==> config.mk <==
export PLATFORM = sky130hd
export DESIGN_NAME = tlb_xlate
export DESIGN_NICKNAME = d
export VERILOG_FILES = /design/src/rtl/tlb_xlate_pkg.sv /design/src/rtl/tlb_entry_store.sv /design/src/rtl/tlb_match.sv /design/src/rtl/tlb_perm_check.sv /design/src/rtl/tlb_xlate.sv
export SDC_FILE = /design/constraint.sdc
export NUM_CORES = 2
export LEC_CHECK = 0
export BUFFER_PORTS_ARGS = -buffer_cell sky130_fd_sc_hd__buf_2
export CAP_MARGIN = 20
export CORE_MARGIN = 8
export CORE_UTILIZATION = 30
export CTS_CLUSTER_SIZE = 28
export DETAILED_ROUTE_END_ITERATION = 8
export GPL_ROUTABILITY_DRIVEN = 1
export PLACE_DENSITY = 0.51
export SYNTH_ARGS = -nofsm -noshare
export SYNTH_HDL_FRONTEND = slang
export SYNTH_SLANG_ARGS = --single-unit
==> constraint.sdc <==
create_clock -name clk -period 6.8 [get_ports clk]
set_clock_uncertainty 0.05 [all_clocks]
set_input_delay 1.02 -clock clk [delete_from_list [all_inputs] [get_ports clk]]
set_output_delay 1.02 -clock clk [all_outputs]
set_load 0.02 [all_outputs]
==> src/rtl/tlb_xlate_pkg.sv <==
// Shared types for the translation cache: access kinds and permission bits.
package tlb_xlate_pkg;
    typedef enum logic [1:0] {
        ACC_LOAD  = 2'b00,
        ACC_STORE = 2'b01,
        ACC_FETCH = 2'b10,
        ACC_RSVD  = 2'b11
    } acc_kind_e;

    typedef struct packed {
        logic rd;
        logic wr;
        logic ex;
    } perm_t;
endpackage

==> src/rtl/tlb_entry_store.sv <==
// Slot storage for the translation cache.
// Holds valid bit, page pair and permissions per slot. Writes happen at the
// clock edge, so same-cycle readers see old contents. Flush dominates refill.
// Assumes: writes with an index of ENTRIES or more are dropped.
module tlb_entry_store
    import tlb_xlate_pkg::*;
#(
    parameter int ENTRIES = 16,
    parameter int VPN_W   = 20,
    parameter int PPN_W   = 20,
    parameter int IDX_W   = 4
) (
    input  logic                          clk,
    input  logic                          rst_n,
    input  logic                          flush,
    input  logic                          we,
    input  logic [IDX_W-1:0]              widx,
    input  logic                          wvalid,
    input  logic [VPN_W-1:0]              wvpn,
    input  logic [PPN_W-1:0]              wppn,
    input  perm_t                         wperm,
    output logic [ENTRIES-1:0]            ent_valid,
    output logic [ENTRIES-1:0][VPN_W-1:0] ent_vpn,
    output logic [ENTRIES-1:0][PPN_W-1:0] ent_ppn,
    output perm_t [ENTRIES-1:0]           ent_perm
);
    for (genvar g = 0; g < ENTRIES; g++) begin : g_slot
        logic sel;
        assign sel = we && (widx == IDX_W'(g));

        // Valid bit: cleared by reset or flush, set or cleared by refill.
        always_ff @(posedge clk) begin
            if (!rst_n || flush) begin
                ent_valid[g] <= 1'b0;
            end else if (sel) begin
                ent_valid[g] <= wvalid;
            end
        end

        // Page pair and permissions: loaded by a refill that flush does not cancel.
        always_ff @(posedge clk) begin
            if (!rst_n) begin
                ent_vpn[g]  <= '0;
                ent_ppn[g]  <= '0;
                ent_perm[g] <= '0;
            end else if (sel && !flush) begin
                ent_vpn[g]  <= wvpn;
                ent_ppn[g]  <= wppn;
                ent_perm[g] <= wperm;
            end
        end
    end

    assert_flush_clears_R9: assert property (@(posedge clk) disable iff (!rst_n)
        flush |=> (ent_valid == '0));

    assert_refill_valid_R8: assert property (@(posedge clk) disable iff (!rst_n)
        (we && !flush && (widx < IDX_W'(ENTRIES - 1) || widx == IDX_W'(ENTRIES - 1)))
        |=> (ent_valid[$past(widx)] == $past(wvalid)));
endmodule

==> src/rtl/tlb_match.sv <==
// Parallel page-number compare with lowest-slot priority.
// Produces whether any valid slot matches and the lowest matching index.
// Assumes: combinational; clk and rst_n serve only the local assertion.
module tlb_match #(
    parameter int ENTRIES = 16,
    parameter int VPN_W   = 20,
    parameter int IDX_W   = 4
) (
    input  logic                          clk,
    input  logic                          rst_n,
    input  logic [ENTRIES-1:0]            ent_valid,
    input  logic [ENTRIES-1:0][VPN_W-1:0] ent_vpn,
    input  logic [VPN_W-1:0]              lk_vpn,
    output logic                          hit_any,
    output logic [IDX_W-1:0]              hit_idx
);
    logic [ENTRIES-1:0] match;

    for (genvar g = 0; g < ENTRIES; g++) begin : g_cmp
        assign match[g] = ent_valid[g] && (ent_vpn[g] == lk_vpn);
    end

    assign hit_any = |match;

    // Priority pick: scanning downward leaves the lowest matching index.
    always_comb begin
        hit_idx = '0;
        for (int i = ENTRIES - 1; i >= 0; i--) begin
            if (match[i]) hit_idx = IDX_W'(i);
        end
    end

    assert_lowest_wins_R6: assert property (@(posedge clk) disable iff (!rst_n)
        hit_any |-> (match[hit_idx] &&
                     ((match & ~({ENTRIES{1'b1}} << hit_idx)) == '0)));
endmodule

==> src/rtl/tlb_perm_check.sv <==
// Grants or denies an access kind against one slot's permission bits.
// Assumes: the reserved access kind is never granted.
module tlb_perm_check
    import tlb_xlate_pkg::*;
(
    input  perm_t      perm,
    input  logic [1:0] acc,
    output logic       granted
);
    // Select the permission bit that the access kind needs.
    always_comb begin
        case (acc_kind_e'(acc))
            ACC_LOAD:  granted = perm.rd;
            ACC_STORE: granted = perm.wr;
            ACC_FETCH: granted = perm.ex;
            default:   granted = 1'b0;
        endcase
    end
endmodule

==> src/rtl/tlb_xlate.sv <==
// Fully associative translation cache with per-page read/write/execute checks.
// The lookup resolves combinationally, and hit/miss/fault plus the physical
// address are registered one cycle later. Slots are filled by software.
// Assumes: VA_W - PAGE_BITS equals the stored page-number width.
module tlb_xlate
    import tlb_xlate_pkg::*;
#(
    parameter int ENTRIES   = 16,
    parameter int VA_W      = 32,
    parameter int PA_W      = 32,
    parameter int PAGE_BITS = 12,
    localparam int IDX_W    = (ENTRIES > 1) ? $clog2(ENTRIES) : 1,
    localparam int VPN_W    = VA_W - PAGE_BITS,
    localparam int PPN_W    = PA_W - PAGE_BITS
) (
    input  logic             clk,
    input  logic             rst_n,
    input  logic             lk_valid,
    input  logic [VA_W-1:0]  lk_vaddr,
    input  logic [1:0]       lk_acc,
    input  logic             flush,
    input  logic             rf_we,
    input  logic [IDX_W-1:0] rf_idx,
    input  logic             rf_valid,
    input  logic [VPN_W-1:0] rf_vpn,
    input  logic [PPN_W-1:0] rf_ppn,
    input  logic             rf_perm_r,
    input  logic             rf_perm_w,
    input  logic             rf_perm_x,
    output logic             rs_valid,
    output logic [PA_W-1:0]  rs_paddr,
    output logic             rs_hit,
    output logic             rs_miss,
    output logic             rs_fault
);
    logic [ENTRIES-1:0]            ent_valid;
    logic [ENTRIES-1:0][VPN_W-1:0] ent_vpn;
    logic [ENTRIES-1:0][PPN_W-1:0] ent_ppn;
    perm_t [ENTRIES-1:0]           ent_perm;
    perm_t                         wperm;
    logic                          hit_any;
    logic [IDX_W-1:0]              hit_idx;
    logic                          granted;
    logic [VPN_W-1:0]              lk_vpn;
    logic [PAGE_BITS-1:0]          lk_off;

    assign lk_vpn = lk_vaddr[VA_W-1:PAGE_BITS];
    assign lk_off = lk_vaddr[PAGE_BITS-1:0];
    assign wperm  = '{rd: rf_perm_r, wr: rf_perm_w, ex: rf_perm_x};

    tlb_entry_store #(
        .ENTRIES(ENTRIES), .VPN_W(VPN_W), .PPN_W(PPN_W), .IDX_W(IDX_W)
    ) store_i (
        .clk(clk), .rst_n(rst_n), .flush(flush), .we(rf_we), .widx(rf_idx),
        .wvalid(rf_valid), .wvpn(rf_vpn), .wppn(rf_ppn), .wperm(wperm),
        .ent_valid(ent_valid), .ent_vpn(ent_vpn), .ent_ppn(ent_ppn),
        .ent_perm(ent_perm)
    );

    tlb_match #(
        .ENTRIES(ENTRIES), .VPN_W(VPN_W), .IDX_W(IDX_W)
    ) match_i (
        .clk(clk), .rst_n(rst_n), .ent_valid(ent_valid), .ent_vpn(ent_vpn),
        .lk_vpn(lk_vpn), .hit_any(hit_any), .hit_idx(hit_idx)
    );

    tlb_perm_check perm_i (
        .perm(ent_perm[hit_idx]), .acc(lk_acc), .granted(granted)
    );

    // Result register: capture the outcome of this cycle's lookup.
    always_ff @(posedge clk) begin
        if (!rst_n) begin
            rs_valid <= 1'b0;
            rs_hit   <= 1'b0;
            rs_miss  <= 1'b0;
            rs_fault <= 1'b0;
            rs_paddr <= '0;
        end else begin
            rs_valid <= lk_valid;
            rs_hit   <= lk_valid && hit_any && granted;
            rs_miss  <= lk_valid && !hit_any;
            rs_fault <= lk_valid && hit_any && !granted;
            rs_paddr <= (lk_valid && hit_any && granted) ?
                        {ent_ppn[hit_idx], lk_off} : '0;
        end
    end

    assert_one_outcome_R5: assert property (@(posedge clk) disable iff (!rst_n)
        rs_valid |-> ($countones({rs_hit, rs_miss, rs_fault}) == 1));

    assert_quiet_idle_R5: assert property (@(posedge clk) disable iff (!rst_n)
        !rs_valid |-> (!rs_hit && !rs_miss && !rs_fault && rs_paddr == '0));

    assert_next_cycle_R7: assert property (@(posedge clk) disable iff (!rst_n)
        lk_valid |=> rs_valid);

    assert_offset_kept_R2: assert property (@(posedge clk) disable iff (!rst_n)
        lk_valid |=> (!rs_hit || rs_paddr[PAGE_BITS-1:0] == $past(lk_off)));

    assert_no_leak_R4: assert property (@(posedge clk) disable iff (!rst_n)
        !rs_hit |-> (rs_paddr == '0));
endmodule

==> impl_metrics.csv <==
group,metric,value,unit
timing,tightest_slew,1120,ps
cells_and_area,area.growth.synth_to_final,12.3,%
placed_design,routabilityCongestion,0.874,
cts,cts_buffers,81,
routing,wl,130,mm
placed_design,place_inst,5608,
synth,yosys-top-cells-count,"nand2_1 (1,439), dfxtp_1 (740), a21boi_0 (688)",
cells_and_area,instances_no_fill,5760,
critical_path,start_kind,"input pin",
timing,grt_setup_unrepaired,"false",
synth,synth_compound_area_share,20.5,%
synth,synth_cell_type_count,55,
die,start_util,30.1,%
cts,clk_pin_slew,60,ps
synth,synthArstFlopShare,0,%
synth,syn_nets,4374,
placed_design,dpl.hpwl,76.0,mm
timing,min_period,5420,ps
cells_and_area,final_util,33.8,%
cells_and_area,fin_area,39200,um2
die,std_cell_rows,125,
placed_design,port_buffers,122,
routing,ant_nets,0,
die,dieHeight,357,um
cts,clock-sinks,740,
cts,cts_setup_buffers,0,
die,die_x,357,um
routing,vias,28900,
synth,syn_area_per_cell,8.14,um2
cells_and_area,drive_gt1_share,9.88,%
pwr,switching_share,24.5,%
synth,synth_area,34900,um2
synth,ys_seq_area_share,42.5,%
critical_path,max_stage_delay,770,ps
critical_path,worstSetupEndpointType,"flip-flop",
routing,firstDrtPassIters,6,
cts,ctsResizeCount,0,
cts,h-tree-depth,3,
routing,drtIter0Drc,2597,
timing,period_share,79.8,%
synth,synthFlopType,"dfxtp_1",
timing,hold_viol_final,0,
synth,synth_seq_cells,740,
synth,synth_top_family_by_area,"simple AND/OR/NAND/NOR gates",
critical_path,cp_cell_sequence,"buf_2, buf_12, xnor2_1, nand4_1, nor4_1, nand4_1, nand2_1, nor2_1, a21oi_2, mux2i_1, a2111o_1, o2111a_1, a2111o_2, buf_12, a2111oi_4",
timing,setup_tns,0,ps
run,cap_violations,0,
synth,syn_inst,4287,
global_route,grt-ovfl-total,0,
cts,root_buffer,"clkbuf_16",
global_route,grt_pass1_wl,190,mm
pwr,clkPwrFrac,47.7,%
pwr,p_comb_share,6.0,%
global_route,antenna_found_initial,7,
critical_path,crit_fanout,27,
cts,clock_latency,660,ps
pwr,power_leakage,12.6,nW
timing,setup_violations,0,
pwr,seqPwrFrac,46.4,%
synth,yosys.area_share.adder,0,%
synth,yosysTopAreaCellShare,42.5,%
pwr,ir_drop,0.000164,V
synth,synth_xor_area_share,8.03,%
critical_path,worstPathArrival,5900,ps
timing,slew_viol_final,0,
routing,route.detailed.drc,0,
status,status,"finished, final reports clean",
die,core_area,116000,um2
worst_hold_path,hold_path.class,"reg -> reg",
placed_design,placed_area,36500,um2
synth,synth_most_common_cell,"nand2_1",
pwr,p_total,9.46,mW
die,dieArea,127000,um2
synth,yosys.area_share.simple,20.7,%
critical_path,critPathSlowestCell,"a21oi_2",
pwr,p_int,7.14,mW
cts,cts_tree,"built",
cts,cts.path.max_buffers,3,
synth,synth_warnings,0,
die,pin_count,123,
cells_and_area,num-nets-final,4254,
pwr,p_sw,2.31,mW
routing,wl_per_cell,22.6,um
critical_path,crit_type,"in -> reg",
pwr,power_density,241,nW/um2
timing,max_slew_margin,25.7,%
critical_path,cp.required,7270,ps
global_route,grt_max_degree,212,
cts,hold_buffers,0,
synth,synth_top_cell_by_area,"dfxtp_1",
global_route,first_global_vias,27100,
global_route,grtUsageTotal,19.7,%
routing,vias_per_cell,5.02,
synth,synth.area.mux_share,3.16,%
synth,synth_area_leaders,"dfxtp_1 (42%), nand2_1 (15%), a21boi_0 (15%), xnor2_1 (5.6%), clkbuf_1 (3.6%)",
synth,synth_edf_count,0,
timing,fmax,184,MHz
cells_and_area,fillers,12000,
worst max-delay path, delay by kind of cell:
kind	cells	cell delay (ps)
xor gates and xnor gates	1	110
AOI/OAI and AO/OA	5	2230
buffers and inverters	3	980
muxes	1	180
and+or+nand+nor	5	1320
power groups by stage:
stage / combinational, mW / clock [mW] / sequential [mW]
3_5_place_dp: 0.553 / 0 / 4.48
3_3_place_gp: 0.553 / 0 / 4.48
5_1_grt: 0.588 / 4.76 / 4.39
4_1_cts: 0.555 / 4.59 / 4.38
2_1_floorplan: 0.355 / 0 / 4.48
6_report: 0.563 / 4.51 / 4.39
path summary, 6_finish.rpt:
path              slack (ps)  depth (start not counted)                  from                  end
hold reg to reg          410                          2   store_i.ent_ppn[80]  store_i.ent_ppn[80]
setup reg to reg        2030                         13  store_i.ent_vpn[107]         rs_paddr[26]
hold / removal           410                          2   store_i.ent_ppn[80]  store_i.ent_ppn[80]
setup / recovery        1380                         15          lk_vaddr[31]         rs_paddr[26]
cells in the final DEF (no fill, tap or decap), drive strengths merged, types with 12 or more instances in the layout:
| cell | n |
|---|---|
| a21boi | 690 |
| a2111oi | 19 |
| mux2 | 23 |
| buf | 202 |
| xor2 | 97 |
| nand3 | 26 |
| o21ai | 74 |
| nor4 | 36 |
| inv | 18 |
| nor2 | 59 |
| clkbuf | 120 |
| nor3 | 12 |
| dfxtp | 740 |
| a21oi | 60 |
| nand2 | 1439 |
| nand4 | 64 |
| mux2i | 82 |
| xnor2 | 223 |
| clkinv | 19 |
| nor2b | 85 |
| a211oi | 83 |
kinds of logic (layout without fill, tap and decap cells):
logic type / after synthesis / count (layout)
multiplexers: 106 / 106
AND/OR/NAND/NOR: 1755 / 1755
other: 0 / 5
AO/OA/AOI/OAI: 945 / 945
XOR/XNOR: 320 / 320
buffers and inverters: 421 / 365
flip-flops: 740 / 740
layer usage:
layer	vias to the layer above	track usage, %	share of wire [%]
li1	13800	-	-
met1	14000	28.1	47
met2	968	31.0	44
met3	165	3.15	7.2
met4	2	4.62	2.0
met5	-	0	0.010
final cells by class:
class | instances | area [um2] | share of cell area (%)
Antenna cell | 5 | 12.5 | 0.0319
Clock buffer | 120 | 2350 | 6.01
Clock inverter | 27 | 315 | 0.805
Inverter | 16 | 60.1 | 0.153
Multi-Input combinational cell | 3126 | 18400 | 47.1
Sequential cell | 740 | 14800 | 37.8
Tap cell | 1524 | 1910 | 4.87
Timing Repair Buffer | 202 | 1270 | 3.25
flip-flops by register name (all words and copies together) (netlist names), 16 cells and up:
| register | count |
|---|---|
| store_i.ent_valid | 16 |
| rs_paddr | 32 |
| store_i.ent_perm | 48 |
| store_i.ent_vpn | 320 |
| store_i.ent_ppn | 320 |
metrics by stage:
| step | hold slack, ps | setup WS (ps) |
|---|---|---|
| after floorplan | 382 | 2410 |
| after global placement | 398 | 1020 |
| after detailed placement | 404 | 881 |
| after CTS | 413 | 1550 |
| after global routing | 428 | 1210 |
| final | 410 | 1380 |
Note: power is estimated with default switching activity, not from simulation.
